[src/rtl/pmc_pkg.sv]
package pmc_pkg;

    typedef enum logic [1:0] {
        MODE_EASY   = 2'b00,
        MODE_NORMAL = 2'b01,
        MODE_HARD   = 2'b10
    } pmc_mode_e;

    typedef enum logic [1:0] {
        EVT_NONE  = 2'b00,
        EVT_RAISE = 2'b01,
        EVT_LOWER = 2'b10
    } pmc_evt_e;

endpackage

[src/rtl/pmc_event_classify.sv]
module pmc_event_classify
    import pmc_pkg::*;
(
    input  logic     mispredict_i,
    input  logic     base_tag_hit_i,
    input  logic     addr_hit_i,
    output pmc_evt_e evt_o
);

    always_comb begin
        evt_o = EVT_NONE;
        if (mispredict_i) begin
            if (base_tag_hit_i) begin
                evt_o = EVT_LOWER;
            end else if (!addr_hit_i) begin
                evt_o = EVT_RAISE;
            end
        end
    end

endmodule

[src/rtl/pmc_pressure_cnt.sv]
module pmc_pressure_cnt
    import pmc_pkg::*;
#(
    parameter int CNT_W = 16
) (
    input  logic             clk,
    input  logic             rst_n,
    input  pmc_evt_e         evt_i,
    input  logic             reload_i,
    output logic [CNT_W-1:0] value_o,
    output logic             at_max_o,
    output logic             at_min_o
);

    localparam logic [CNT_W-1:0] CNT_MID = {1'b1, {(CNT_W-1){1'b0}}};
    localparam logic [CNT_W-1:0] CNT_MAX = '1;
    localparam logic [CNT_W-1:0] CNT_ONE = {{(CNT_W-1){1'b0}}, 1'b1};

    always_ff @(posedge clk or negedge rst_n) begin
        if (!rst_n) begin
            value_o <= CNT_MID;
        end else if (reload_i) begin
            value_o <= CNT_MID;
        end else if (evt_i == EVT_RAISE && value_o != CNT_MAX) begin
            value_o <= value_o + CNT_ONE;
        end else if (evt_i == EVT_LOWER && value_o != '0) begin
            value_o <= value_o - CNT_ONE;
        end
    end

    assign at_max_o = (value_o == CNT_MAX);
    assign at_min_o = (value_o == '0);

    AST_RELOAD_MID: assert property (@(posedge clk) disable iff (!rst_n)
        reload_i |=> (value_o == CNT_MID));

    AST_NO_WRAP_UP: assert property (@(posedge clk) disable iff (!rst_n)
        (at_max_o && evt_i == EVT_RAISE && !reload_i) |=> at_max_o);

    AST_NO_WRAP_DOWN: assert property (@(posedge clk) disable iff (!rst_n)
        (at_min_o && evt_i == EVT_LOWER && !reload_i) |=> at_min_o);

endmodule

[src/rtl/pmc_mode_fsm.sv]
module pmc_mode_fsm
    import pmc_pkg::*;
(
    input  logic      clk,
    input  logic      rst_n,
    input  pmc_evt_e  evt_i,
    input  logic      all_max_i,
    input  logic      all_min_i,
    output pmc_mode_e mode_o,
    output logic      reload_o
);

    pmc_mode_e state_q;
    pmc_mode_e state_d;
    logic      escalate;
    logic      relax;

    assign escalate = (evt_i == EVT_RAISE) && all_max_i;
    assign relax    = (evt_i == EVT_LOWER) && all_min_i;

    always_comb begin
        state_d = state_q;
        unique case (state_q)
            MODE_EASY: begin
                if (escalate) state_d = MODE_NORMAL;
            end
            MODE_NORMAL: begin
                if (escalate)   state_d = MODE_HARD;
                else if (relax) state_d = MODE_EASY;
            end
            MODE_HARD: begin
                if (relax) state_d = MODE_NORMAL;
            end
            default: begin
                state_d = relax ? MODE_NORMAL : MODE_HARD;
            end
        endcase
    end

    always_ff @(posedge clk or negedge rst_n) begin
        if (!rst_n) state_q <= MODE_EASY;
        else        state_q <= state_d;
    end

    always_comb begin
        mode_o   = state_q;
        reload_o = (state_d != state_q);
    end

    AST_MODE_LEGAL: assert property (@(posedge clk) disable iff (!rst_n)
        state_q != 2'b11);

    AST_SINGLE_STEP: assert property (@(posedge clk) disable iff (!rst_n)
        !((state_q == MODE_HARD && $past(state_q) == MODE_EASY) ||
          (state_q == MODE_EASY && $past(state_q) == MODE_HARD)));

endmodule

[src/rtl/pmc_hash_decode.sv]
module pmc_hash_decode #(
    parameter int NUM_BIMODE = 9
) (
    input  logic [1:0]            mode_i,
    output logic [NUM_BIMODE-1:0] sel_o
);

    logic all_addr;
    logic half_addr;

    assign all_addr  = mode_i[1];
    assign half_addr = (mode_i == 2'b01);

    for (genvar g = 0; g < NUM_BIMODE; g++) begin : g_sel
        if (g % 2 == 0) begin : g_even
            assign sel_o[g] = all_addr | half_addr;
        end else begin : g_odd
            assign sel_o[g] = all_addr;
        end
    end

endmodule

[src/rtl/pmc_top.sv]
module pmc_top
    import pmc_pkg::*;
#(
    parameter int CNT_W      = 16,
    parameter int NUM_BIMODE = 9
) (
    input  logic                  clk,
    input  logic                  rst_n,
    input  logic                  mispredict_i,
    input  logic                  base_tag_hit_i,
    input  logic                  addr_hit_i,
    output logic [1:0]            mode_o,
    output logic [NUM_BIMODE-1:0] hash_sel_o
);

    localparam int NUM_CNT  = 2;
    localparam int HALF_SEL = (NUM_BIMODE + 1) / 2;

    pmc_evt_e               evt;
    pmc_mode_e              mode;
    logic                   reload;
    logic [NUM_CNT-1:0]     cnt_max;
    logic [NUM_CNT-1:0]     cnt_min;
    logic [CNT_W-1:0]       cnt_val [NUM_CNT];

    pmc_event_classify i_classify (
        .mispredict_i   (mispredict_i),
        .base_tag_hit_i (base_tag_hit_i),
        .addr_hit_i     (addr_hit_i),
        .evt_o          (evt)
    );

    for (genvar c = 0; c < NUM_CNT; c++) begin : g_cnt
        pmc_pressure_cnt #(.CNT_W(CNT_W)) i_cnt (
            .clk      (clk),
            .rst_n    (rst_n),
            .evt_i    (evt),
            .reload_i (reload),
            .value_o  (cnt_val[c]),
            .at_max_o (cnt_max[c]),
            .at_min_o (cnt_min[c])
        );
    end

    pmc_mode_fsm i_fsm (
        .clk       (clk),
        .rst_n     (rst_n),
        .evt_i     (evt),
        .all_max_i (&cnt_max),
        .all_min_i (&cnt_min),
        .mode_o    (mode),
        .reload_o  (reload)
    );

    assign mode_o = mode;

    pmc_hash_decode #(.NUM_BIMODE(NUM_BIMODE)) i_decode (
        .mode_i (mode),
        .sel_o  (hash_sel_o)
    );

    AST_CNT_AGREE: assert property (@(posedge clk) disable iff (!rst_n)
        cnt_val[0] == cnt_val[1]);

    AST_IDLE_HOLDS: assert property (@(posedge clk) disable iff (!rst_n)
        !mispredict_i |=> $stable(mode_o));

    AST_ADDR_HIT_HOLDS: assert property (@(posedge clk) disable iff (!rst_n)
        (mispredict_i && !base_tag_hit_i && addr_hit_i) |=> $stable(mode_o));

    AST_NORMAL_HALF: assert property (@(posedge clk) disable iff (!rst_n)
        (mode_o == 2'b01) |-> ($countones(hash_sel_o) == HALF_SEL));

    AST_EASY_NONE: assert property (@(posedge clk) disable iff (!rst_n)
        (mode_o == 2'b00) |-> ($countones(hash_sel_o) == 0));

endmodule

[config.mk]
export PLATFORM = sky130hd
export DESIGN_NAME = pmc_top
export DESIGN_NICKNAME = d
export VERILOG_FILES = /design/src/rtl/pmc_pkg.sv /design/src/rtl/pmc_event_classify.sv /design/src/rtl/pmc_pressure_cnt.sv /design/src/rtl/pmc_mode_fsm.sv /design/src/rtl/pmc_hash_decode.sv /design/src/rtl/pmc_top.sv
export SDC_FILE = /design/constraint.sdc
export NUM_CORES = 1
export LEC_CHECK = 0
export BUFFER_PORTS_ARGS = -buffer_cell sky130_fd_sc_hd__buf_2
export CORE_MARGIN = 4
export CORE_UTILIZATION = 50
export CTS_CLUSTER_DIAMETER = 200
export DETAILED_ROUTE_END_ITERATION = 8
export GPL_TIMING_DRIVEN = 0
export PLACE_DENSITY = 0.67
export SLEW_MARGIN = 20
export SYNTH_ARGS = -nofsm -noshare
export SYNTH_HDL_FRONTEND = slang
export SYNTH_SLANG_ARGS = --single-unit
[constraint.sdc]
create_clock -name clk -period 4.45 [get_ports clk]
set_input_delay 0.445 -clock clk [delete_from_list [all_inputs] [get_ports clk]]
set_output_delay 0.445 -clock clk [all_outputs]
set_load 0.02 [all_outputs]
---- Word-level counts from Yosys, hierarchy flattened ----
Index checks and enable logic that the tools add are counted.
storage, ports and cells
  RAM bits ................................ 0
  memory bits (read-only) ................. 0
  memories kept ........................... 0
  word-level logic and storage cells ...... 47
  bits in latches ......................... 0
  output and inout bits ................... 11
  flip-flop bits (word level) ............. 34
cells by class
  bitwise operators ....................... 1
  $lt $le $gt $ge ......................... 0
  reduce and logical (&&, ||, !) cells .... 15
  div/mod/pow operators ................... 0
  multipliers ............................. 0
  add/subtract/negate cells ............... 4
  muxes and demuxes ....................... 15
  equality and inequality tests ........... 9
  shift-type cells ........................ 0
operators by type and width
  cell                                                                   count
  16-bit two-way mux                                                     6
  16-bit by 1-bit adder with 16-bit output, second input constant        2
  16-bit equality test, second input constant                            2
  16-bit zero test                                                       2
  16-bit inequality test, second input constant                          2
  16-bit nonzero test                                                    2
  16-bit by 1-bit subtractor with 16-bit output, second input constant   2
  2-bit two-way mux                                                      7
  1-bit logical AND                                                      6
  2-bit one-hot mux with 3 select lines                                  1
  3-bit nonzero test                                                     2
  2-bit by 1-bit equality test with 1-bit output, second input constant  2
  2-bit equality test, second input constant                             2
  2-bit AND reduction                                                    2
  2-bit zero test                                                        1
  2-bit inequality test                                                  1
  1-bit two-way mux                                                      1
  1-bit OR                                                               1

---- Logic depth before layout (Yosys ltp) ----
Gate-level depths: netlist of run 1.
  depth after elaboration ................. 10
  mapped depth ............................ 13
  depth with buffers taken out ............ 12

---- Cells and area by module ----
Synthesis of run 1 repeated with hierarchy kept, for this count alone.
second synthesis, totals
  cells, all modules ...................... 377
  area, all modules ....................... 3280.6 µm²
modules (own cells, without submodules)
  module                              instances  cells each  area each (µm²)
  pmc_pressure_cnt at g_cnt[0].i_cnt  1          176         1530.2
  pmc_pressure_cnt at g_cnt[1].i_cnt  1          174         1525.2
  pmc_mode_fsm                        1          14          126.4
  pmc_hash_decode                     1          9           66.3
  pmc_event_classify                  1          2           20.0
  pmc_top                             1          2           12.5

---- Worst setup path before layout of run 1 ----
OpenSTA, ideal clock, no wires.
  path type ............................... register to register
  start point ............................. register g_cnt[1].i_cnt.value_o[15]
  end point ............................... register g_cnt[1].i_cnt.value_o[14]
  path buffers ............................ 0
  data arrival time ....................... 3.113 ns
  clock period less this slack ............ 3.268 ns
  stages on the path, launching flop included .. 12
  slack ................................... 1.182 ns
  cell sequence ........................... dfstp_2 -> nand4_1 -> nor4_2 -> and2b_4 -> inv_1 -> ha_1 -> a21o_1 -> a21oi_1 -> a2bb2oi_1 -> a21oi_1 -> a2111oi_0 -> o221ai_1
between the ends
  longest elaborated chain between the ends .. 8
  elaborated cells on any way between the ends .. 20
  those cells by class .................... eq/ne (3); mux (8); reduce/logical (9)
ends and longest elaborated chain
  what                                                                              RTL line                text
  from (decl)                                                                       pmc_pressure_cnt.sv:10  output logic [CNT_W-1:0] value_o,
  from (signal assigned)                                                            pmc_pressure_cnt.sv:25  value_o <= value_o + CNT_ONE;
  from (signal assigned)                                                            pmc_pressure_cnt.sv:27  value_o <= value_o - CNT_ONE;
  16-bit zero test                                                                  pmc_pressure_cnt.sv:32  assign at_min_o = (value_o == '0);
  2-bit AND reduction                                                               pmc_top.sv:50           .all_min_i (&cnt_min),
  1-bit logical AND                                                                 pmc_mode_fsm.sv:19      assign relax = (evt_i == EVT_LOWER) && all_min_i;
  2-bit two-way mux                                                                 pmc_mode_fsm.sv:29      else if (relax) state_d = MODE_EASY;
  2-bit two-way mux                                                                 pmc_mode_fsm.sv:28      if (escalate) state_d = MODE_HARD;
  2-bit one-hot mux with 3 select lines                                             pmc_mode_fsm.sv:23      unique case (state_q)
  2-bit inequality test                                                             pmc_mode_fsm.sv:47      reload_o = (state_d != state_q);
  3-bit nonzero test (no source line) / 16-bit two-way mux (equally long branches)  -
Several ways; a longest one is shown, not always the timed one.
A chain may end at the register's enable or synchronous reset.

---- Worst setup path after layout of run 1 ----
  start point ............................. register g_cnt[0].i_cnt.value_o[15]
  end point ............................... register g_cnt[0].i_cnt.value_o[12]
between the ends
  longest elaborated chain between the ends .. 8
  elaborated cells on any way between the ends .. 20
  those cells by class .................... eq/ne (3); mux (8); reduce/logical (9)
ends and longest elaborated chain
  what                                                                              RTL line
  from (decl)                                                                       pmc_pressure_cnt.sv:10
  from (signal assigned)                                                            pmc_pressure_cnt.sv:25
  from (signal assigned)                                                            pmc_pressure_cnt.sv:27
  16-bit zero test                                                                  pmc_pressure_cnt.sv:32
  2-bit AND reduction                                                               pmc_top.sv:50
  1-bit logical AND                                                                 pmc_mode_fsm.sv:19
  2-bit two-way mux                                                                 pmc_mode_fsm.sv:29
  2-bit two-way mux                                                                 pmc_mode_fsm.sv:28
  2-bit one-hot mux with 3 select lines                                             pmc_mode_fsm.sv:23
  2-bit inequality test                                                             pmc_mode_fsm.sv:47
  3-bit nonzero test (no source line) / 16-bit two-way mux (equally long branches)  -
Several ways; a longest one is shown, not always the timed one.

==> summary by stage, run 1 <==
Synth
The yosys synthesis warning count is 0. After synthesis, the largest family of logic cells by area is simple AND/OR/NAND/NOR gates. The count of flip-flops with a built-in enable after synthesis is 0.

The number of distinct library cells after synthesis is 61. The sequential area share after synthesis is 27.9%. After Yosys synthesis, full adders, half adders and majority gates account for 13.6% of the synthesized area. Summing the areas of all compound-gate instances in the mapped netlist gives 22.7% of the synthesized area.

The multiplexer share of the synthesized area is 0%. The basic-gate share of the synthesized area counting and, or, nand and nor cells is 26.1%. The async set-or-reset flop fraction in the synthesized netlist is 100%. The post-synthesis share of cell area spent on xor and xnor gates is 4.58%. The number of nets handed over by synthesis was 401. The synthesis-stage register bit count is 34. The most instantiated flip-flop cell in the synthesis netlist is sky130_fd_sc_hd__dfrtp_1. Summing every instance area after synthesis gives 3060 um2. The synthesized area per cell is 8.40 um2. The cell count after synthesis is 364.

Job
The count of maximum capacitance violations is 0.

Clock network
The clock transition time at the flip-flop clock pins of the worst setup and hold paths is 0.08 ns. The quantity of hold-fixing buffers added after cts is 0. Clock tree synthesis inserted a total of 5 buffers. TritonCTS built the clock tree.

Once the clock tree was built, the setup fixing pass inserted 0 buffers. The insertion delay of the later-clocked pin in the worst-skew pair is 0.30 ns. Clock tree synthesis selected as its root buffer the cell sky130_fd_sc_hd__clkbuf_8. The maximum number of buffers from clock root to sink is 2. The H-tree generated during clock tree synthesis spans 2 levels. The number of gates given a new drive strength after cts is 0. The clock drives 34 sinks.

Detailed routing
The count of antenna-violating nets left after detailed routing is 0. The pre-antenna-repair detailed-routing pass consisted of 4 iterations. The mean number of vias per cell is 6.09. For this block, the routed nets add up to 7160 um of wire. The DRC marker count from the first detailed-route iteration is 172. After detailed routing, the average wire length per cell comes to 15.5 um. Across all layers, the routed design uses 2813 vias. In the routed design, unresolved DRC markers number 0.

Setup path
On the worst path, the slowest cell contributes a delay of 0.74 ns. Broken down by cell family, the worst path's largest delay share belongs to simple AND/OR/NAND/NOR gates. By startpoint and endpoint, the worst setup path is classified as register to register.

The worst register-to-register path has a depth of 10. The startpoint identified for the worst register-to-register timing path is g_cnt[0].i_cnt.value_o[15]$_DFFE_PN1P_. The critical path runs through a total of 10 cells. STA classifies the critical path endpoint as a register. Walking the worst path, the cells encountered are nand4_1, nor4_1, nand2b_1, ha_1, a211oi_1, o21ai_0, a31oi_2, o21ai_0, o211a_1, nor4_1. STA classifies the critical path startpoint as a register. The startpoint of the most critical setup path is g_cnt[0].i_cnt.value_o[15]$_DFFE_PN1P_. For flop-to-flop paths, the worst setup slack is 0.41 ns. The slowest stage cell on the critical path is sky130_fd_sc_hd__nand2b_1. The signal arrival time at the worst endpoint is 4.22 ns. The end of the worst register-to-register path is g_cnt[0].i_cnt.value_o[12]$_DFFE_PN0P_.

The most critical setup path has its endpoint at g_cnt[0].i_cnt.value_o[12]$_DFFE_PN0P_. Along the worst path, the maximum fanout reaches 19. The sum of buffers and inverters on the critical path is 0. Data on the critical path is required at its endpoint by 4.63 ns.

Placed design
The count of buffers added on input and output ports is 15. The congestion estimate from routability-driven global placement came to 0.835. Detailed placement ended at an HPWL of 5400 um.

Floorplanning
Measured along the y axis, the die boundary spans 86.2 um. The die span in x is 86.2 um. The floorplan step defined a die boundary enclosing 7430 um2.

The starting density of the core is 51.6%. The number of top-level pins is 16. The total number of placement rows is 28. The floorplan core area is 5920 um2.

Global routing
The first global-routing pass estimated 12400 um of wire. The maximum number of pins on one net before global-route repair is 35. The initial antenna violation count was 0. The global-route congestion overflow total is 0.

The via count of the first global-routing pass is 2625. For this run, the total global-route usage over all layers was measured as 20.5%.

STA
The post-route clock skew is 0.00815 ns. The final critical delay including setup and external delays is 4.04 ns. The count of pins over their slew limit is 0. Timing would allow up to 0.247 GHz. The final clock period utilization by the worst path is 90.8%.

Setup repair after global routing left no endpoint under its margin. The tightest hold path in the finished design has a slack of 0.211 ns. Headroom to the max-slew limit came out at 43.3%. The transition time at the pin with the least slew margin is 0.851 ns. The final-report hold violation count came to 0.

The total negative slack is 0 ns. The final setup violation count is 0.

Power
The part of the power in combinational logic is 61.5%. The switching power is 1100 uW. The total power is 2330 uW.

Of the total power, the share spent switching nets is 47.5%. The internal power summed over all cells is 1220 uW. The clock network power share is 10.5%. VDD sags by at most 0.312 mV. The fraction of power consumed by sequential logic is 27.9%. The power density relative to cell area is 700 nW/um2. In this run the static leakage power is 0.00139 uW.

Run status
The flow ran to the end, and the final reports show no timing, DRC or antenna violations.

Layout
The number of diodes added for antenna fixing is 0. For this run, the share of the core covered by cells in the final layout is 56.1%. The synthesis-to-layout area growth is 8.63%. For this run, the post-layout net count is 423.

Cells with a size suffix above 1 make up 14.0% of the layout.

Hold path
The class of the worst hold path is input pin to asynchronous set/reset pin.
-- Yosys cell counts, types with 3 or more instances --
cell / count / area, um2
sky130_fd_sc_hd__nand2_1: 48 / 180
sky130_fd_sc_hd__inv_1: 7 / 26.3
sky130_fd_sc_hd__buf_4: 12 / 90.1
sky130_fd_sc_hd__o31ai_1: 3 / 22.5
sky130_fd_sc_hd__nand4_1: 14 / 87.6
sky130_fd_sc_hd__a21o_1: 4 / 30.0
sky130_fd_sc_hd__o21ai_0: 16 / 80.1
sky130_fd_sc_hd__o211ai_1: 4 / 30.0
sky130_fd_sc_hd__and3_1: 4 / 25.0
sky130_fd_sc_hd__ha_1: 30 / 375
sky130_fd_sc_hd__or3_1: 7 / 43.8
sky130_fd_sc_hd__a21oi_1: 35 / 175
sky130_fd_sc_hd__nor3_1: 12 / 60.1
sky130_fd_sc_hd__o21a_1: 4 / 30.0
sky130_fd_sc_hd__nand3_1: 11 / 55.1
sky130_fd_sc_hd__nor2_1: 24 / 90.1
sky130_fd_sc_hd__dfrtp_1: 32 / 801
sky130_fd_sc_hd__nor4_1: 15 / 93.8
sky130_fd_sc_hd__nand2b_1: 4 / 25.0
sky130_fd_sc_hd__buf_2: 3 / 15.0
sky130_fd_sc_hd__xnor2_1: 10 / 87.6
sky130_fd_sc_hd__a211oi_1: 6 / 45.0
sky130_fd_sc_hd__xor2_1: 6 / 52.6
-- routing by layer --
layer | up-vias | global-route usage (%) | share of wire (%)
met5 | - | 0 | 0
met1 | 1334 | 29.9 | 49
li1 | 1419 | - | -
met3 | 5 | 3.42 | 5.5
met2 | 55 | 32.4 | 45
met4 | 0 | 3.82 | 0.43
-- sequential cells by signal, summed over array words and instances, names as in the netlist --
name / flops
i_fsm.mode_o: 2
g_cnt.i_cnt.value_o: 32
-- cell families (layout without fill, tap and decap cells) --
group | after synthesis | count (layout)
xor+xnor | 16 | 16
fa+ha+maj | 32 | 32
compound gates | 101 | 101
buf+inv | 25 | 48
flops | 34 | 34
simple gates | 156 | 156
-- metrics by stage --
step | setup slack (ns) | instance area [um2] | std cells
after CTS | 0.389 | 3320 | 462
final | 0.407 | 3320 | 462
after global placement | 0.596 | 3230 | 454
after detailed placement | 0.394 | 3230 | 454
after floorplan | 1.18 | 3060 | 364
after global routing | 0.0642 | 3320 | 462
-- final cells by class --
class,instances,area [um2]
Tap cell,75,93.8
Inverter,7,26.3
Buffer,18,131
Fill cell,563,2600
Sequential cell,34,853
Multi-Input combinational cell,305,2050
Clock buffer,6,82.6
Clock inverter,2,12.5
Timing Repair Buffer,15,75.1
-- placed cells by master, fill, tap and decap left out, types with 10 or more instances in the layout --
| cell type | count |
|---|---|
| sky130_fd_sc_hd__nor3_1 | 12 |
| sky130_fd_sc_hd__buf_4 | 12 |
| sky130_fd_sc_hd__nor2_1 | 24 |
| sky130_fd_sc_hd__buf_2 | 18 |
| sky130_fd_sc_hd__nand2_1 | 48 |
| sky130_fd_sc_hd__o21ai_0 | 16 |
| sky130_fd_sc_hd__dfrtp_1 | 32 |
| sky130_fd_sc_hd__ha_1 | 30 |
| sky130_fd_sc_hd__a21oi_1 | 35 |
| sky130_fd_sc_hd__nor4_1 | 15 |
| sky130_fd_sc_hd__nand4_1 | 14 |
| sky130_fd_sc_hd__xnor2_1 | 10 |
| sky130_fd_sc_hd__nand3_1 | 11 |
-- how the worst min path moves through the flow --
stage          startpoint                                      to  slack, ns  cells past startpoint
6_report            rst_n  g_cnt[1].i_cnt.value_o[12]$_DFFE_PN0P_       0.21                      1
5_1_grt             rst_n  g_cnt[1].i_cnt.value_o[13]$_DFFE_PN0P_       0.28                      1
4_1_cts             rst_n  g_cnt[1].i_cnt.value_o[13]$_DFFE_PN0P_       0.24                      1
3_5_place_dp        rst_n  g_cnt[1].i_cnt.value_o[13]$_DFFE_PN0P_       0.56                      1
3_3_place_gp        rst_n  g_cnt[1].i_cnt.value_o[13]$_DFFE_PN0P_       0.56                      1
2_1_floorplan       rst_n   g_cnt[0].i_cnt.value_o[0]$_DFFE_PN0P_       0.15                      0
-- power groups by stage --
stage	logic, uW	clock network [uW]	registers [uW]
2_1_floorplan	1190	0	594
3_3_place_gp	1380	0	648
3_5_place_dp	1420	0	653
4_1_cts	1430	249	648
5_1_grt	1620	259	678
6_report	1430	245	650
Power figures use the tool's default switching activity.
==> run 2, diff against run 1 <==
- PLACE_DENSITY: 0.67 -> 0.76
==> run 2 against run 1 <==
Net effect: via count increased by 3.0%; first-iteration DRC count increased by 15%; critical endpoint is now g_cnt[1].i_cnt.value_o[14]$_DFFE_PN0P_; clock skew barely moved; worst hold slack improved by 0.011 ns; largest power group unchanged.
==> summary by stage, run 2 (synthesized netlist as in run 1, its figures left out) <==
Floorplanning
The floorplan die height is 86.2 um (unchanged). The die span in x is 86.2 um (unchanged). The number of top-level pins is 16 (unchanged).

The full die area is 7430 um2 (unchanged). The total number of placement rows is 28 (unchanged). The starting density of the core is 51.6% (unchanged). The floorplan core area is 5920 um2 (unchanged).

Detailed routing
The routed length per instance is 16.0 um (+3.3%). The number of search-and-repair iterations in the first detailed-routing pass came to 4 (unchanged). The DRC marker count from the first detailed-route iteration is 198 (+15%). The number of remaining DRC errors is 0 (unchanged). The count of antenna-violating nets left after detailed routing is 0 (unchanged). The final wirelength was 7380 um (+3.1%).

The via count of the routed design is 2897 (+3.0%). The mean number of vias per cell came to 6.28 (+3.2%).

Placed design
The number of cells in the design after placement is 454 (unchanged). The final weighted congestion in routability-driven placement is 0.873 (+4.6%). The detailed placer's ending HPWL is 5340 um (-1.0%). The count of port buffers added during placement is 15 (unchanged).

Clock network
The count of buffers added by post-CTS timing repair for setup is 0 (unchanged). The clock transition time at the flip-flop clock pins of the worst setup and hold paths is 0.07 ns (about the same). The insertion delay of the later-clocked pin in the worst-skew pair is 0.29 ns (about the same). TritonCTS built the clock tree.

The maximum number of buffers from clock root to sink is 2 (unchanged). The number of buffers added by the clock tree synthesis step is 5 (unchanged). The quantity of hold-fixing buffers added after cts came to 0 (unchanged).

The H-tree depth reported by CTS is 2 (unchanged). The CTS sink count is 34 (unchanged). The buffer cell driving the clock tree root is sky130_fd_sc_hd__clkbuf_8. The number of gates given a new drive strength after cts is 0 (unchanged).

Setup path
The delay of the slowest critical-path stage is 0.70 ns (-0.04 ns). The worst setup path is launched from a register. The required time of the critical path is 4.58 ns (-0.05 ns). The worst register-to-register path begins at g_cnt[1].i_cnt.value_o[15]$_DFFE_PN1P_. The depth of the worst register-to-register path was 11 (+1). The critical path in this run is classified as register to register. The slowest stage cell on the critical path is sky130_fd_sc_hd__a2111oi_0. In this run the critical register-to-register path is captured at g_cnt[1].i_cnt.value_o[14]$_DFFE_PN0P_. Traced cell by cell, the critical path runs through nand4_1, nor4_2, and2b_4, inv_1, ha_1, o21ai_2, a211oi_1, o2111ai_1, a21oi_1, a2111oi_0, o221ai_1. The setup slack on the worst flop-to-flop path is 0.36 ns (-0.05 ns).

The worst-path maximum fanout is 16 (-3). The signal arrival time at the worst endpoint is 4.22 ns (about the same). STA classifies the critical path endpoint as a register.

Layout
The final net count is 423 (unchanged). The library cell used most frequently in the layout, excluding fill and tap cells, is sky130_fd_sc_hd__nand2_1. The number of diodes added for antenna fixing is 0 (unchanged).

Counting flops per register, the top entry is g_cnt.i_cnt.value_o. The layout cell share with drive strength beyond 1 was 13.5% (-0.48 points). The count of fill cells added during filler insertion came to 550 (-2.3%).

The synthesis-to-layout area growth is 8.35%. In the layout the commonest cells are 48 x sky130_fd_sc_hd__nand2_1, 35 x sky130_fd_sc_hd__a21oi_1, 32 x sky130_fd_sc_hd__dfrtp_1. The flip-flop count of the largest register after layout is 32 (unchanged).

The final non-filler cell total is 461 (-0.22%).

Power
The switching part of the total was 47.6% (+0.10 points). The switching power is 1110 uW (+0.42%). The fraction of power consumed by sequential logic is 27.5% (-0.4 points). The part of the power in combinational logic is 62.4% (+0.9 points). The power density relative to cell area is 704 nW/um2 (+0.48%).

The total leakage power came to 0.00139 uW (-0.21%). The internal power summed over all cells was 1220 uW (about the same). The largest voltage drop on the vdd net is 0.312 mV (about the same).

The clock network power share is 10.1% (-0.4 points).

Global routing
The via count of the first global-routing pass is 2790 (+6.3%). The overall track demand over capacity in global routing is 21.0% (+0.48 points). The global-route wire length before repair was 12800 um (+2.7%). The initial antenna violation count is 0 (unchanged). The maximum number of pins on one net before global-route repair came to 35 (unchanged). The global-route congestion overflow total is 0 (unchanged).

STA
The final critical delay including setup and external delays is 4.09 ns (+0.0483 ns). The worst max-slew margin expressed relative to the limit is 46.9% (+3.6 points). The final-report hold violation count came to 0 (unchanged).

The highest achievable clock rate is 0.244 GHz (-1.2%). The post-route clock skew was 0.00844 ns (+0.000288 ns). The final setup violation count is 0 (unchanged). Setup repair after global routing left no endpoint under its margin. The total negative slack is 0 ns (unchanged). The transition time at the pin with the least slew margin came to 0.776 ns (-0.0747 ns).

The final clock period utilization by the worst path came to 91.9% (+1.1 points). The count of pins over their slew limit is 0 (unchanged).

Run status
The flow ran to the end, and the final reports show no timing, DRC or antenna violations.

Job
The count of maximum capacitance violations is 0 (unchanged).

Hold path
In this run the worst hold path is classified as input pin to asynchronous set/reset pin.
==> run 2: changes by cell type in the layout (fill, tap and decap cells not counted), sizes merged <==
cell      before  now
clkinv         1    0
clkbuf         7    8
clkinvlp       1    0
==> run 2: worst max-delay path by stage <==
stage / startpoint / end / slack, ns / cells after the start
2_1_floorplan: g_cnt[1].i_cnt.value_o[15]$_DFFE_PN1P_ / g_cnt[1].i_cnt.value_o[14]$_DFFE_PN0P_ / 1.18 / 11
3_3_place_gp: g_cnt[1].i_cnt.value_o[15]$_DFFE_PN1P_ / g_cnt[1].i_cnt.value_o[14]$_DFFE_PN0P_ / 0.57 / 11
3_5_place_dp: g_cnt[1].i_cnt.value_o[15]$_DFFE_PN1P_ / g_cnt[1].i_cnt.value_o[14]$_DFFE_PN0P_ / 0.41 / 11
4_1_cts: g_cnt[1].i_cnt.value_o[15]$_DFFE_PN1P_ / g_cnt[1].i_cnt.value_o[14]$_DFFE_PN0P_ / 0.39 / 11
5_1_grt: g_cnt[1].i_cnt.value_o[15]$_DFFE_PN1P_ / g_cnt[1].i_cnt.value_o[14]$_DFFE_PN0P_ / 0.18 / 11
6_report: g_cnt[1].i_cnt.value_o[15]$_DFFE_PN1P_ / g_cnt[1].i_cnt.value_o[14]$_DFFE_PN0P_ / 0.36 / 11
==> run 2: cell type report <==
class,count,area [um2],area share [%]
clock buffer,7,86.3,2.61
inverter,7,26.3,0.793
tap,75,93.8,2.83
sequential,34,853,25.8
buffer,18,131,3.97
multi-input combinational,305,2050,61.8
timing repair buffer,15,75.1,2.27
==> run 2: routing by layer <==
layer	up-vias	track usage, %	wire, um
met3	12	3.80	441
met1	1392	29.1	3370
li1	1419	-	-
met2	74	33.7	3470
met4	0	5.81	100
met5	-	0	0
==> run 2: power by group through the flow <==
stage | clock network, uW | logic [uW] | registers, uW
after floorplan | 0 | 1190 | 594
after global placement | 0 | 1370 | 634
after detailed placement | 0 | 1430 | 641
after CTS | 241 | 1440 | 636
after global routing | 253 | 1630 | 666
final | 237 | 1450 | 640
==> run 2: metrics by stage <==
step	hold WS (ns)	power, uW	cell area (um2)	util [%]	setup slack [ns]
detailed placement	0.561	2070	3230	54.5	0.410
global route	0.294	2550	3310	56.0	0.183
CTS	0.256	2320	3310	56.0	0.386
finish	0.222	2330	3310	56.0	0.359
floorplan	0.149	1780	3060	-	1.18
global placement	0.549	2000	3230	54.5	0.573
==> run 2: worst max-delay path: cells and delay by family, from the launching register on <==
kind,cells,cell delay (ns)
AO/OA/AOI/OAI,6,1.75
AND/OR/NAND/NOR,3,0.73
flip-flops,1,0.59
buffers and inverters,1,0.45
adder cells (fa/ha/maj),1,0.40
